$ cat config.mk
export PLATFORM = sky130hd
export DESIGN_NAME = io_port_bridge
export DESIGN_NICKNAME = d
export VERILOG_FILES = /design/src/rtl/io_pkg.sv /design/src/rtl/io_cmd_gen.sv /design/src/rtl/io_addr_dec.sv /design/src/rtl/io_byte_latch.sv /design/src/rtl/io_port_bridge.sv
export SDC_FILE = /design/constraint.sdc
export NUM_CORES = 1
export LEC_CHECK = 0
export ABC_AREA = 1
export ABC_CLOCK_PERIOD_IN_PS = 1500
export BUFFER_PORTS_ARGS = -buffer_cell sky130_fd_sc_hd__buf_2
export CAP_MARGIN = 20
export CORE_MARGIN = 2
export CORE_UTILIZATION = 49
export DETAILED_ROUTE_END_ITERATION = 6
export HOLD_SLACK_MARGIN = 0.06
export MAX_ROUTING_LAYER = met4
export PLACE_DENSITY = 0.81
export SETUP_SLACK_MARGIN = 0.15
export SLEW_MARGIN = 20
export SYNTH_ARGS = -nofsm -noshare
export SYNTH_HDL_FRONTEND = slang
export SYNTH_SLANG_ARGS = --single-unit
$ cat constraint.sdc
create_clock -name clk -period 1.5 [get_ports clk]
set_input_delay 0.075 -clock clk [delete_from_list [all_inputs] [get_ports clk]]
set_output_delay 0.075 -clock clk [all_outputs]
set_load 0.02 [all_outputs]
$ cat src/rtl/io_pkg.sv
package io_pkg;
  localparam int ADDR_W = 16;
  localparam int BYTE_W = 8;
  localparam int DATA_W = 2 * BYTE_W;
  typedef logic [BYTE_W-1:0] byte_t;
endpackage

$ cat src/rtl/io_cmd_gen.sv
module io_cmd_gen (
  input  logic rd_n,
  input  logic wr_n,
  input  logic io_cyc,
  output logic iorc_n,
  output logic iowc_n
);
  assign iorc_n = ~(io_cyc & ~rd_n);
  assign iowc_n = ~(io_cyc & ~wr_n);
endmodule

$ cat src/rtl/io_addr_dec.sv
module io_addr_dec #(
  parameter int AW = 16,
  parameter logic [AW-1:0] BASE = '0,
  parameter int IGN = 0
) (
  input  logic [AW-1:0] addr,
  input  logic          en_n,
  output logic          sel_n
);
  logic hit;
  assign hit   = (addr[AW-1:IGN] == BASE[AW-1:IGN]);
  assign sel_n = ~(~en_n & hit);
endmodule

$ cat src/rtl/io_byte_latch.sv
module io_byte_latch #(
  parameter int W = 8
) (
  input  logic         clk,
  input  logic         rst,
  input  logic         we,
  input  logic [W-1:0] d,
  output logic [W-1:0] q
);
  always_ff @(posedge clk) begin
    if (rst)     q <= '0;
    else if (we) q <= d;
  end
endmodule

$ cat src/rtl/io_port_bridge.sv
module io_port_bridge
  import io_pkg::*;
#(
  parameter logic [ADDR_W-1:0] OUT_BASE = 16'h0040,
  parameter logic [ADDR_W-1:0] IN_BASE  = 16'h0064,
  parameter logic [ADDR_W-1:0] BLK_BASE = 16'h0700,
  parameter int BLK_SEL_W = 2,
  localparam int BLK_N = 1 << BLK_SEL_W
) (
  input  logic                    clk,
  input  logic                    rst,
  input  logic                    rd_n,
  input  logic                    wr_n,
  input  logic                    io_cyc,
  input  logic [ADDR_W-1:0]       addr,
  input  logic                    bhe_n,
  input  logic [DATA_W-1:0]       wdata,
  input  logic [BYTE_W-1:0]       in_lo,
  input  logic [BYTE_W-1:0]       in_hi,
  output logic                    iorc_n,
  output logic                    iowc_n,
  output logic [BYTE_W-1:0]       port_even,
  output logic [BYTE_W-1:0]       port_odd,
  output logic [BLK_N*BYTE_W-1:0] blk_q,
  output logic [DATA_W-1:0]       rdata,
  output logic                    rdata_oe
);
  logic out_sel_n, in_sel_n, blk_sel_n, any_cmd_n;
  logic even_we, odd_we;
  byte_t lane_byte;
  byte_t blk_r [BLK_N];

  io_cmd_gen u_cmd (
    .rd_n(rd_n), .wr_n(wr_n), .io_cyc(io_cyc),
    .iorc_n(iorc_n), .iowc_n(iowc_n)
  );

  assign any_cmd_n = iorc_n & iowc_n;

  // Output pair decode ignores A0; lanes gate each byte.
  io_addr_dec #(.AW(ADDR_W), .BASE(OUT_BASE), .IGN(1)) u_dec_out (
    .addr(addr), .en_n(iowc_n), .sel_n(out_sel_n)
  );
  io_addr_dec #(.AW(ADDR_W), .BASE(IN_BASE), .IGN(1)) u_dec_in (
    .addr(addr), .en_n(iorc_n), .sel_n(in_sel_n)
  );
  io_addr_dec #(.AW(ADDR_W), .BASE(BLK_BASE), .IGN(BLK_SEL_W)) u_dec_blk (
    .addr(addr), .en_n(any_cmd_n), .sel_n(blk_sel_n)
  );

  assign even_we   = ~out_sel_n & ~addr[0];
  assign odd_we    = ~out_sel_n & ~bhe_n;
  assign lane_byte = addr[0] ? wdata[DATA_W-1:BYTE_W] : wdata[BYTE_W-1:0];

  io_byte_latch #(.W(BYTE_W)) u_even (
    .clk(clk), .rst(rst), .we(even_we), .d(wdata[BYTE_W-1:0]), .q(port_even)
  );
  io_byte_latch #(.W(BYTE_W)) u_odd (
    .clk(clk), .rst(rst), .we(odd_we), .d(wdata[DATA_W-1:BYTE_W]), .q(port_odd)
  );

  for (genvar g = 0; g < BLK_N; g++) begin : g_blk
    logic reg_we;
    assign reg_we = ~blk_sel_n & ~iowc_n
                  & (addr[BLK_SEL_W-1:0] == BLK_SEL_W'(g))
                  & (addr[0] ? ~bhe_n : 1'b1);
    io_byte_latch #(.W(BYTE_W)) u_reg (
      .clk(clk), .rst(rst), .we(reg_we), .d(lane_byte), .q(blk_r[g])
    );
    assign blk_q[g*BYTE_W +: BYTE_W] = blk_r[g];
  end

  always_comb begin
    rdata    = '0;
    rdata_oe = 1'b0;
    if (!in_sel_n) begin
      rdata    = {in_hi, in_lo};
      rdata_oe = 1'b1;
    end else if (!blk_sel_n && !iorc_n) begin
      rdata_oe = 1'b1;
      if (addr[0]) rdata[DATA_W-1:BYTE_W] = blk_r[addr[BLK_SEL_W-1:0]];
      else         rdata[BYTE_W-1:0]      = blk_r[addr[BLK_SEL_W-1:0]];
    end
  end

  assert_no_mem_cmd_R1: assert property (@(posedge clk) disable iff (rst)
    !io_cyc |-> (iorc_n && iowc_n));
  assert_even_load_R2: assert property (@(posedge clk) disable iff (rst)
    (!iowc_n && addr == OUT_BASE) |=> (port_even == $past(wdata[BYTE_W-1:0])));
  assert_odd_hold_R3: assert property (@(posedge clk) disable iff (rst)
    (bhe_n || iowc_n) |=> $stable(port_odd));
  assert_oe_needs_read_R7: assert property (@(posedge clk) disable iff (rst)
    rdata_oe |-> !iorc_n);
  assert_blk_io_only_R9: assert property (@(posedge clk) disable iff (rst)
    !io_cyc |=> $stable(blk_q));
endmodule

[Word-level counts from Yosys, hierarchy flattened]
Index checks and enable logic that the tools add are counted.
Cells by class
  order comparisons: 1
  equality and inequality tests: 6
  muxes and demuxes: 11
  bitwise gates (word level): 25
  reductions and logical operators: 2
Operator list (number)
  $mux 8: 5
  $mux 16: 2
  $eq 15x6->1 const B: 2
  $and 1x1->1: 17
  $bmux 8 s2: 1
  $eq 14x9->1 const B: 1
  $not 1->1: 7
  $eq 2x2->1 const B: 2
  $ge 3x3->1 const B: 1
  $mux 1: 3
  $not 2->3: 1
  $eq 2x1->1 const B: 1
  $logic_not 2->1: 1
  $logic_and 1x1->1: 1
Word-level totals
  bits in registers: 48
  input bits: 54
  output and inout port bits: 67
  logic and storage cells: 51

[Depth between registers and ports, before layout]
  depth in word-level cells: 9
  gate-level depth with buffers: 10
  depth with buffers taken out: 9

[Hierarchy]
Synthesis repeated with hierarchy kept, for this count alone.
Unflattened totals
  cells, all modules: 529
  area, all modules: 2971.6 um^2
By module, submodules not included
  io_byte_latch: instances 6, cells each 51, area each 341.6 um^2
  io_port_bridge: instances 1, cells each 169, area each 711.9 um^2
  io_addr_dec (u_dec_blk): instances 1, cells each 17, area each 68.8 um^2
  io_addr_dec (u_dec_in): instances 1, cells each 17, area each 66.3 um^2
  io_addr_dec (u_dec_out): instances 1, cells each 16, area each 60.1 um^2
  io_cmd_gen: instances 1, cells each 4, area each 15.0 um^2

[Worst setup path before layout]
OpenSTA, ideal clock, no wires.
  path kind: in2out
  from: in wr_n
  to: out rdata[10]
  arrival: 1.167 ns
  data required time: 1.425 ns
  slack: 0.258 ns
  stages on the path: 10
  path buffers: 1
  cell sequence: inv_1 nand2_2 nand2_1 nand3_2 nor2_4 nand2_2 clkinv_2 buf_6 nand3_1 nand2_1
Between the ends
  word-level cells in the longest chain between the ends: 9
Ends and longest elaborated chain
  from (decl): RTL line io_port_bridge.sv:13  | input logic wr_n,
  $not 1->1: RTL line io_cmd_gen.sv:9  | assign iowc_n = ~(io_cyc & ~wr_n);
  $and 1x1->1: RTL line io_cmd_gen.sv:9
  $not 1->1: RTL line io_cmd_gen.sv:9
  via iowc_n: RTL line io_port_bridge.sv:21  | output logic iowc_n,
  $and 1x1->1: RTL line io_port_bridge.sv:38  | assign any_cmd_n = iorc_n & iowc_n;
  $not 1->1: RTL line io_addr_dec.sv:12  | assign sel_n = ~(~en_n & hit);
  $and 1x1->1: RTL line io_addr_dec.sv:12
  $logic_and 1x1->1: RTL line io_port_bridge.sv:79  | end else if (!blk_sel_n && !iorc_n) begin
  $mux 16: RTL line io_port_bridge.sv:79
  $mux 16: RTL line io_port_bridge.sv:76  | if (!in_sel_n) begin
  to (decl): RTL line io_port_bridge.sv:25  | output logic [DATA_W-1:0] rdata,
The timed path passes the listed nets, and every way through them passes these cells.

[Worst setup path in the final report]
  from: reg g_blk[3].u_reg.q[5]
  to: out rdata[5]
Between the ends
  word-level cells in the longest chain between the ends: 6
Ends and longest elaborated chain
  from (decl): RTL line io_byte_latch.sv:8  | output logic [W-1:0] q
  from (signal assigned): RTL line io_byte_latch.sv:11  | if (rst) q <= '0;
  from (signal assigned): RTL line io_byte_latch.sv:12  | else if (we) q <= d;
  $bmux 8 s2: RTL line io_port_bridge.sv:82  | else rdata[BYTE_W-1:0] = blk_r[addr[BLK_SEL_W-1:0]];
  $mux 8 (not written as such) (2 in series): RTL line io_port_bridge.sv:82
  $mux 8: RTL line io_port_bridge.sv:81  | if (addr[0]) rdata[DATA_W-1:BYTE_W] = blk_r[addr[BLK_SEL_W-1:0]];
  $mux 16: RTL line io_port_bridge.sv:79
  $mux 16: RTL line io_port_bridge.sv:76
Every way passes these cells. The select of a mux whose other input is x is not followed.

==> reports/results.tsv <==
metric	value	unit
synth.cell_area	0.00301	mm^2
drt_iter0_markers	152	
firstDrtPassIters	4	
synth_nets	516	
dpl.hpwl	6790	um
ys_seq_area_frac	0.320	
fmax	730	MHz
worst_ep_required_time	1.42	ns
grt.overflow.total	0	
finalHoldViolations	0	
grt_pass1_wl	14100	um
fin_crit_sh	0.913	
peakVddDrop	551	uV
die-area	0.00678	mm^2
clk_latency	0.30	ns
root_buffer	clkbuf_8	
period_minus_slack	1.37	ns
antenna_left	0	
slowest_stage	dfxtp_2	
clock_sinks	48	
cp.arrival	1.29	ns
maxCapViolations	0	
timing.rr.start	g_blk[3].u_reg.q[5]	
p_leak	2.26	nW
drcViolationCount	0	
syn_to_final_growth	41.3	%
diodes	0	
fp.dieH	82.3	um
cts_inserted_buffers	5	
num_vias	3607	
worstMarginPinSlew	0.475	ns
finalSetupViolations	0	
synth-seq-cells	48	
wl_per_cell	13.6	um
start_util	0.508	
synth_cells	462	
status	completed	
regArea	982	um^2
dieWidth	82.3	um
finish.utilization	0.717	
finish.net_count	667	
tritoncts	built	
path_clk_slew	0.09	ns
portBuffers	120	
io_pins	121	
grt_max_degree	49	
worst-path-buf-inv	2	
path_cells	inv_1, o21ai_1, nand2_1, a21oi_2, nand3_1, nand2_1, buf_6	
rsz0062_at_grt	yes	
avgSynthCellArea	6.51	um^2
wl	9400	um
crit_start	g_blk[3].u_reg.q[5]	
hold_start	rst	
p_per_area	608	mW/mm^2
yosys_warnings	0	
grt_pass1_vias	3129	
antenna_found_initial	0	
slowest_delay	0.35	ns
start_kind	register	
tns	0	ns
drive_above_1_share	0.375	
multi_input_area	0.00183	mm^2
slew_headroom	0.674	
cp-end-kind	primary output	
cp_top_family	flip-flops	
worstSetupPathType	reg2out	
cp_common_cell	nand2_1	
ctsLongestPathBuffers	2	
ys_types	28	
num_rows	28	
fill_cells	493	
core	0.00592	mm^2
grt_use_total	0.275	
final.setup_skew	0	ns
gp_congestion	0.901	
crit_fanout	2	
ctsHtreeMaxLevel	2	
min_path_type	in2reg	
via_per_inst	5.24	
drv_slew	0	
[worst min-delay path, delay by kind of cell]
family / cells / cell delay [ns]
buffers and inverters: 3 / 0.31
AND/OR/NAND/NOR: 2 / 0.11
[Yosys cell counts]
library cell  instances  area share
nand2_1             117        0.15
nor2_1              113        0.14
clkinv_2              1      0.0017
buf_1                 6      0.0075
nand4_4               3       0.021
nor2_8                1      0.0067
buf_6                 5       0.019
nor3_4                1      0.0054
a22oi_1               6       0.015
inv_1                35       0.044
nor2_4                7       0.026
dfxtp_1              48        0.32
nand3_2               1      0.0033
nor4_4                1      0.0071
clkbuf_1              2      0.0025
nand2_2               5       0.010
buf_4                 4       0.010
nand2_4               1      0.0037
o21ai_0               2      0.0033
inv_2                 6      0.0075
and3_1                1      0.0021
nand4_1              50        0.10
nor2_2                4      0.0083
a21oi_1               2      0.0033
mux2i_1               8       0.027
nand3_1              26       0.043
inv_6                 1      0.0029
buf_2                 5      0.0083
[state kept, by name (all words and copies together), names as in the netlist]
name           count
g_blk.u_reg.q     32
u_even.q           8
u_odd.q            8
[final cells by class]
type,count,area share
multi-input cells,349,0.431
clock inverters,2,0.00825
inverters,43,0.0404
well taps,75,0.0221
repair buffers,166,0.250
clock buffers,6,0.0171
flip-flops and latches,48,0.231
[report_power, final]
group | switching (mW) | internal (mW) | leakage, nW
Combinational | 0.235 | 0.158 | 1.81
Sequential | 0.00000426 | 1.27 | 0.394
Clock | 0.423 | 0.495 | 0.0552
[final timing paths]
| check | end | slack (ns) | depth (start not counted) |
|---|---|---|---|
| max | rdata[5] | 0.13 | 7 |
| min | g_blk[0].u_reg.q[1] | 0.23 | 5 |
| max reg2reg | g_blk[3].u_reg.q[5] | 0.67 | 4 |
| min reg2reg | g_blk[2].u_reg.q[5] | 0.50 | 2 |
[through the flow]
stage	worst slack, ns	instance area [um^2]	instances	power, mW	hold WS [ns]
after global placement	0.0878	3730	654	1.64	0.309
after floorplan	0.258	3010	462	1.49	0.210
after global routing	0.0610	4250	689	2.68	0.241
after CTS	0.143	4100	681	2.59	0.223
after detailed placement	0.0792	3730	654	1.64	0.324
final	0.130	4250	689	2.58	0.231
[timing repair]
action                                 4_1_cts  5_1_grt
setup endpoints to repair                   15       17
buffers inserted                             3        8
endpoints found under the hold margin       16        0
hold buffers                                16        0
resized for setup                           29       35
pin swaps                                   15       16
[layer usage]
layer / vias up / GRT usage / part of all wire
met2: 162 / 0.451 / 0.48
met3: 19 / 0.0337 / 0.083
met1: 1628 / 0.351 / 0.42
met4: 0 / 0.0933 / 0.021
li1: 1798 / - / -
met5: - / - / 0
[cells by family (layout without fill, tap and decap cells)]
logic type	after synthesis	after routing	share of synthesized area
buffers and inverters	65	217	0.103
muxes	8	8	0.0266
and+or+nand+nor	331	331	0.529
DFF	48	48	0.320
AOI/OAI and AO/OA	10	10	0.0216
[placed cells by master (no fill, tap or decap), drive strengths merged]
| cell | n |
|---|---|
| nor4 | 1 |
| clkinv | 2 |
| inv | 42 |
| nand4 | 53 |
| nand2 | 123 |
| a22oi | 6 |
| mux2i | 8 |
| bufinv | 1 |
| dlygate4sd3 | 16 |
| clkbuf | 7 |
| buf | 149 |
| o21ai | 2 |
| dfxtp | 48 |
| nor2 | 125 |
| and3 | 1 |
| nor3 | 1 |
| a21oi | 2 |
| nand3 | 27 |
No activity file was read; power rests on OpenSTA's default activity.
